### config.mk
export PLATFORM = sky130hd
export DESIGN_NAME = icsr_stage_rules
export DESIGN_NICKNAME = d
export VERILOG_FILES = /design/src/rtl/icsr_pkg.sv /design/src/rtl/icsr_stage_rules.sv
export SDC_FILE = /design/constraint.sdc
export NUM_CORES = 1
export LEC_CHECK = 0
export BUFFER_PORTS_ARGS = -buffer_cell sky130_fd_sc_hd__buf_2
export CAP_MARGIN = 20
export CORE_AREA = 4 4 41 43
export DETAILED_ROUTE_END_ITERATION = 16
export DIE_AREA = 0 0 45 47
export GPL_TIMING_DRIVEN = 0
export MAX_ROUTING_LAYER = met4
export PLACE_DENSITY = 0.43
export SETUP_SLACK_MARGIN = 0.15
export SLEW_MARGIN = 10
export SYNTH_ARGS = -nofsm -noshare
export SYNTH_HDL_FRONTEND = slang
export SYNTH_SLANG_ARGS = --single-unit
### constraint.sdc
create_clock -name vclk -period 1.1
set_clock_uncertainty 0.2 [all_clocks]
set_input_delay 0.055 -clock vclk [all_inputs]
set_output_delay 0.055 -clock vclk [all_outputs]
set_load 0.05 [all_outputs]
### src/rtl/icsr_pkg.sv
package icsr_pkg;
    localparam int LVL_W  = 2;
    localparam int PRIV_W = 2;

    localparam logic [LVL_W-1:0] LVL_S  = 2'd1;
    localparam logic [LVL_W-1:0] LVL_VS = 2'd2;
    localparam logic [LVL_W-1:0] LVL_M  = 2'd3;

    localparam logic [PRIV_W-1:0] PRIV_U = 2'd0;
    localparam logic [PRIV_W-1:0] PRIV_S = 2'd1;
    localparam logic [PRIV_W-1:0] PRIV_M = 2'd3;

    typedef enum logic [1:0] {
        EXC_NONE    = 2'd0,
        EXC_ILLEGAL = 2'd1,
        EXC_VIRTUAL = 2'd2
    } exc_e;

    typedef enum logic [2:0] {
        ST_IDLE,
        ST_STATEEN,
        ST_VIRT,
        ST_PROXY,
        ST_PRIV,
        ST_DONE
    } chk_state_e;
endpackage

### src/rtl/icsr_stage_rules.sv
module icsr_stage_rules
    import icsr_pkg::*;
(
    input  logic [LVL_W-1:0]  level,
    input  logic              is_alias,
    input  logic [PRIV_W-1:0] priv,
    input  logic              virt,
    input  logic              sten,
    input  logic              m_ind,
    input  logic              h_ind,
    input  logic              proxy_ok,
    output exc_e              stateen_exc,
    output exc_e              virt_exc,
    output exc_e              proxy_exc,
    output exc_e              priv_exc
);
    logic [PRIV_W-1:0] need_priv;
    logic              remapped;

    always_comb begin
        stateen_exc = EXC_NONE;
        if (sten && level != LVL_M && priv != PRIV_M) begin
            if (!m_ind)
                stateen_exc = EXC_ILLEGAL;
            else if (virt && !h_ind)
                stateen_exc = EXC_VIRTUAL;
        end

        virt_exc = EXC_NONE;
        if (virt && level != LVL_M) begin
            if (level == LVL_VS)
                virt_exc = EXC_VIRTUAL;
            else if (priv == PRIV_U)
                virt_exc = EXC_VIRTUAL;
        end

        proxy_exc = (is_alias && !proxy_ok) ? EXC_ILLEGAL : EXC_NONE;

        need_priv = (level == LVL_M) ? PRIV_M : PRIV_S;
        remapped  = virt && (level == LVL_S);
        priv_exc  = (!remapped && priv < need_priv) ? EXC_ILLEGAL : EXC_NONE;
    end
endmodule

==> results of run 1 <==
[cell type report]
| class | instances | area, um^2 | share of cell area |
|---|---|---|---|
| buffer | 3 | 22.52 | 0.05960 |
| multi-input combinational | 15 | 180.2 | 0.4768 |
| tap | 15 | 18.77 | 0.04967 |
| timing repair buffer | 17 | 156.4 | 0.4139 |
[power by group through the flow]
| stage | clock network [mW] | logic [mW] | registers [mW] |
|---|---|---|---|
| final | 0 | 0.198 | 0 |
| after global routing | 0 | 0.207 | 0 |
| after CTS | 0 | 0.187 | 0 |
| after detailed placement | 0 | 0.162 | 0 |
| after global placement | 0 | 0.162 | 0 |
| after floorplan | 0 | 0.116 | 0 |
[cells in the final DEF, fill, tap and decap left out, types with 2 or more instances in the layout]
master / netlist / final
sky130_fd_sc_hd__buf_8: 0 / 2
sky130_fd_sc_hd__buf_4: 3 / 4
sky130_fd_sc_hd__buf_2: 0 / 7
sky130_fd_sc_hd__buf_6: 0 / 5
sky130_fd_sc_hd__conb_1: 1 / 3
[what timing repair did]
| action | in CTS | in global routing |
|---|---|---|
| gates resized for setup | 17 | 4 |
| setup endpoints to repair | 4 | 4 |
| pin swaps | 4 | 4 |
| buffers inserted | 0 | 2 |
| gates cloned | 0 | 0 |
[metal layers]
metal	vias up	GRT usage	share of wire
met4	0	0	0
li1	90	-	-
met3	0	0	0.086
met1	76	0.06742	0.43
met5	-	-	0
met2	11	0.06215	0.48
[cells in the mapped netlist]
cell type,count
sky130_fd_sc_hd__buf_4,3
sky130_fd_sc_hd__nor2b_1,2
sky130_fd_sc_hd__a221oi_1,1
sky130_fd_sc_hd__a22o_2,1
sky130_fd_sc_hd__and2b_2,1
sky130_fd_sc_hd__conb_1,1
sky130_fd_sc_hd__ha_1,1
sky130_fd_sc_hd__nand2_1,1
sky130_fd_sc_hd__nand4b_1,1
sky130_fd_sc_hd__nor2_1,1
sky130_fd_sc_hd__nor3_1,1
sky130_fd_sc_hd__nor3b_2,1
sky130_fd_sc_hd__o21a_1,1
[metrics by stage]
stage,setup slack (ns),TNS [ns]
after floorplan,-0.05499,-0.05499
after detailed placement,-0.2279,-0.3092
after global routing,-0.06577,-0.06577
after CTS,-0.04997,-0.04997
after global placement,-0.2324,-0.3182
final,-0.02507,-0.02507
[worst paths after layout]
kind	to	slack, ns	cells past startpoint
max	priv_exc[0]	-0.03	5
min	stateen_exc[0]	0.21	3
[logic make-up after synthesis]
family | Yosys count | share of synthesized area
AO/OA/AOI/OAI | 3 | 0.2188
adder cells (fa/ha/maj) | 1 | 0.1042
buffers and inverters | 3 | 0.1875
other | 1 | 0.03122
AND/OR/NAND/NOR | 8 | 0.4582
==> results.ini, run 1 <==
[timing]
timing.final.crit_share = 1.023
fin_ws_ns = -0.02507
final-max-slew-violation-count = 0
rsz0062_at_grt = true
final-hold-violation-count = 0
report.final.setup_viol = 1
fin_worst_hold_slack_ns = 0.2105
post-route-min-period_ns = 1.125
max_freq_mhz = 888.8

[pwr]
power_per_cell_area_nw_per_um2 = 523.8
power.share.sequential = 0
clkPwrFrac = 0
power.switching_fraction = 0.5421
total_power_uw = 197.9
static-leakage-power_nw = 0.1671
power.combinational.fraction = 1.000
intPower_uw = 90.62
vdd_drop_max_uv = 233.5
net-switching-power_uw = 107.3

[cts]
cts-hold-fix-buffers = 0

[critical_path]
cp_data_required_time_ns = 0.84
critical_path.max_fanout = 4
setup.worst_path.start = level[0]
critical_path.endpoint_type = output pin
critical_path.startpoint_type = input pin
critPathSlowestCell = sky130_fd_sc_hd__a221oi_4
path_cells = buf_8 -> nand2_8 -> ha_4 -> a221oi_4 -> buf_6
path_class = in2out
path_delay_family = buffers and inverters
critical_path.max_stage_delay_ns = 0.26
cp.buffers_inverters = 2
cp.arrival_ns = 0.87

[routing]
viasPerCell = 3.540
ant_nets = 0
post_drt_wl_per_cell_um = 8.800
detail_route.iter0.violations = 0
dr_total_vias = 177
drt_pass1_iterations = 1
wire_length_after_detailed_routing_um = 440
drc = 0

[global_route]
antenna_found_initial = 0
grt_pass1_wl_um = 690
grt_overflow_total = 0
grt_pass1_vias = 148
grt_start_max_net_pins = 6
gr-usage-all-layers = 0.04224

[cells_and_area]
final_util = 0.2904
num_antenna_cells = 0
drive_gt1_frac = 0.8286
numSequentialCells = 0
final_cells = 50
layout-area-overhead-vs-synth_pct = 214.6
filler_cell_count = 153
sequential_area_um2 = 0
design.final.nets = 48
post-route-cell-area_um2 = 377.9
clock_buffer_count = 0

[synth]
mappedNetlistArea_um2 = 120.1
synth_top_area_share = 0.1875
yosys_warnings = 0
synthCells = 16
synth.avg_cell_area_um2 = 7.507
yosys.cell_types.count = 13
synthTopCellsByArea = sky130_fd_sc_hd__buf_4 (19%), sky130_fd_sc_hd__ha_1 (10%), sky130_fd_sc_hd__nor2b_1 (10%), sky130_fd_sc_hd__nor3b_2 (10%), sky130_fd_sc_hd__a22o_2 (8.3%)
ys_seq_area_frac = 0
post-synth-top-area-cell = sky130_fd_sc_hd__buf_4

[floorplan]
design.portCount = 18
die_ar_um2 = 2115
coreArea_um2 = 1301
initial_utilization = 0.09231
die_height_um = 47
die_w_um = 45
num_rows = 13

[place]
placement.io_buffers = 15
placed_cells_incl_taps = 48
gp_congestion = 0.6095
post_dp_cell_area_um2 = 291.5

[outcome]
result_of_the_run = finished, violations left
failing_checks = setup timing

[run]
maxCapViolCount = 0

[hold_path]
hold_path.class = in2out
timing.hold.worst.start = m_ind

Note: power is estimated with default switching activity, not from simulation.
==> run 2: changes to the inputs <==
==> constraint.sdc (replaced) <==
create_clock -name vclk -period 1.4
set_clock_uncertainty 0.2 [all_clocks]
set_input_delay 0.07 -clock vclk [all_inputs]
set_output_delay 0.07 -clock vclk [all_outputs]
set_load 0.05 [all_outputs]
==> run 2 against run 1 <==
Against the previous run:
- the run now ends clean
- critical endpoint unchanged
- flip-flop and latch count is the same
- design area decreased by 30%
- hold slack better by 0.033 ns
- wire length fell by 12%
- combinational power fell by 40%
- clock-buffer cell count unchanged
- first-iteration DRC count stayed put
- final cell count fell by 4.0%
- sequential share of layout area unchanged
- critical path depth stayed put
- non-clock buffer count is 2 lower
- power fell by 40%
==> results.ini, run 2 (synthesized netlist as in run 1, its figures left out) <==
[critical_path]
critical_path.endpoint_type = output pin  ; unchanged
path_cells = buf_2 -> nand2_2 -> ha_4 -> a221oi_4 -> buf_6  ; was buf_8 -> nand2_8 -> ha_4 -> a221oi_4 -> buf_6
critical_path.max_fanout = 4  ; unchanged
cp.arrival_ns = 0.92  ; was 0.87 ns
critical_path.max_stage_delay_ns = 0.26  ; about the same
critical_path.startpoint_type = input pin  ; unchanged
cp_data_required_time_ns = 1.13  ; was 0.84 ns
path_class = in2out  ; unchanged
critPathSlowestCell = sky130_fd_sc_hd__a221oi_4  ; unchanged
setup.worst_path.start = level[0]  ; unchanged

[routing]
drt_pass1_iterations = 1  ; unchanged
post_drt_wl_per_cell_um = 8.063  ; was 8.800 um
wire_length_after_detailed_routing_um = 387  ; was 440 um
ant_nets = 0  ; unchanged
viasPerCell = 3.479  ; was 3.540
detail_route.iter0.violations = 0  ; unchanged
dr_total_vias = 167  ; was 177
drc = 0  ; unchanged

[cells_and_area]
layout-area-overhead-vs-synth_pct = 118.8  ; was 214.6%
final_cells = 48  ; was 50
final_util = 0.2019  ; was 0.2904
drive_gt1_frac = 0.7273  ; was 0.8286
num_antenna_cells = 0  ; unchanged
clock_buffer_count = 0  ; unchanged
post-route-cell-area_um2 = 262.8  ; was 377.9 um^2
sequential_area_um2 = 0  ; unchanged
filler_cell_count = 158  ; was 153
numSequentialCells = 0  ; unchanged
layout_commonest_cell = sky130_fd_sc_hd__buf_2  ; unchanged
layout.cells.most_common_list = sky130_fd_sc_hd__buf_2 (13), sky130_fd_sc_hd__buf_4 (4), sky130_fd_sc_hd__conb_1 (3)  ; was sky130_fd_sc_hd__buf_2 (7), sky130_fd_sc_hd__buf_6 (5), sky130_fd_sc_hd__buf_4 (4)
design.final.nets = 46  ; was 48

[floorplan]
num_rows = 13  ; unchanged
design.portCount = 18  ; unchanged
die_ar_um2 = 2115  ; unchanged
die_height_um = 47  ; unchanged
initial_utilization = 0.09231  ; unchanged
die_w_um = 45  ; unchanged
coreArea_um2 = 1301  ; unchanged

[timing]
fin_setup_tns_ns = 0  ; was -0.02507 ns
post-route-min-period_ns = 1.187
final-max-slew-violation-count = 0  ; unchanged
fin_ws_ns = 0.2127  ; was -0.02507 ns
max_freq_mhz = 842.3
final-hold-violation-count = 0  ; unchanged
timing.final.crit_share = 0.8481
fin_worst_hold_slack_ns = 0.2436  ; was 0.2105 ns
report.final.setup_viol = 0  ; was 1
rsz0062_at_grt = false  ; was true

[hold_path]
min_path_cells = 3  ; unchanged
end_point_of_the_most_critical_hold_path = proxy_exc[0]  ; was stateen_exc[0]
timing.hold.worst.start = proxy_ok  ; was m_ind
hold_path.class = in2out  ; unchanged

[place]
placed_cells_incl_taps = 48  ; unchanged
post_dp_cell_area_um2 = 239.0  ; was 291.5 um^2
dp_hpwl_um = 369.6
gp_congestion = 0.5940  ; was 0.6095
pre_cts_setup_slack_ns = 0.005266  ; was -0.2279 ns
placement.io_buffers = 15  ; unchanged

[outcome]
result_of_the_run = completed  ; was finished, violations left

[global_route]
gr-usage-all-layers = 0.03737  ; was 0.04224
grt_pass1_vias = 155  ; was 148
grt_pass1_wl_um = 593  ; was 690 um
grt_start_max_net_pins = 6  ; unchanged
antenna_found_initial = 0  ; unchanged
grt_overflow_total = 0  ; unchanged

[pwr]
vdd_drop_max_uv = 166.7  ; was 233.5 uV
total_power_uw = 119.3  ; was 197.9 uW
static-leakage-power_nw = 0.1325  ; was 0.1671 nW
power_per_cell_area_nw_per_um2 = 454.2  ; was 523.8 nW/um^2

[cts]
cts-hold-fix-buffers = 0  ; unchanged

[run]
maxCapViolCount = 0  ; unchanged

run 2: per-layer routing:
metal | part of all wire | vias up | wire [um] | global-route usage
met2 | 0.41 | 13 | 157 | 0.06215
met5 | 0 | - | 0 | -
met4 | 0 | 0 | 0 | 0
met1 | 0.44 | 65 | 170 | 0.05169
li1 | - | 89 | - | -
met3 | 0.15 | 0 | 58 | 0.003831
run 2: what timing repair did:
item	CTS	global route
hold endpoints to repair	0	0
setup buffers	0	0
setup endpoints to repair	1	1
gates resized for setup	3	2
pin swaps	0	1
run 2: critical path, delay by kind of cell:
kind	cells	cell delay [ns]
buf+inv	2	0.31
fa+ha+maj	1	0.20
simple gates	1	0.08
compound gates	1	0.26
run 2: worst max-delay path by stage:
stage / cells past startpoint / to
global route: 5 / priv_exc[0]
detailed placement: 5 / priv_exc[0]
finish: 5 / priv_exc[0]
floorplan: 2 / stateen_exc[0]
global placement: 5 / priv_exc[0]
CTS: 5 / priv_exc[0]
run 2: power breakdown:
part,total (mW),internal [mW],switching (mW)
clock network,0,0,0
logic,0.119,0.0459,0.0734
registers,0,0,0
run 2: final cells by class:
| type | count | area, um^2 | area share |
|---|---|---|---|
| plain buffers | 3 | 22.52 | 0.08571 |
| multi-input cells | 15 | 137.6 | 0.5238 |
| well taps | 15 | 18.77 | 0.07143 |
| repair buffers | 15 | 83.83 | 0.3190 |
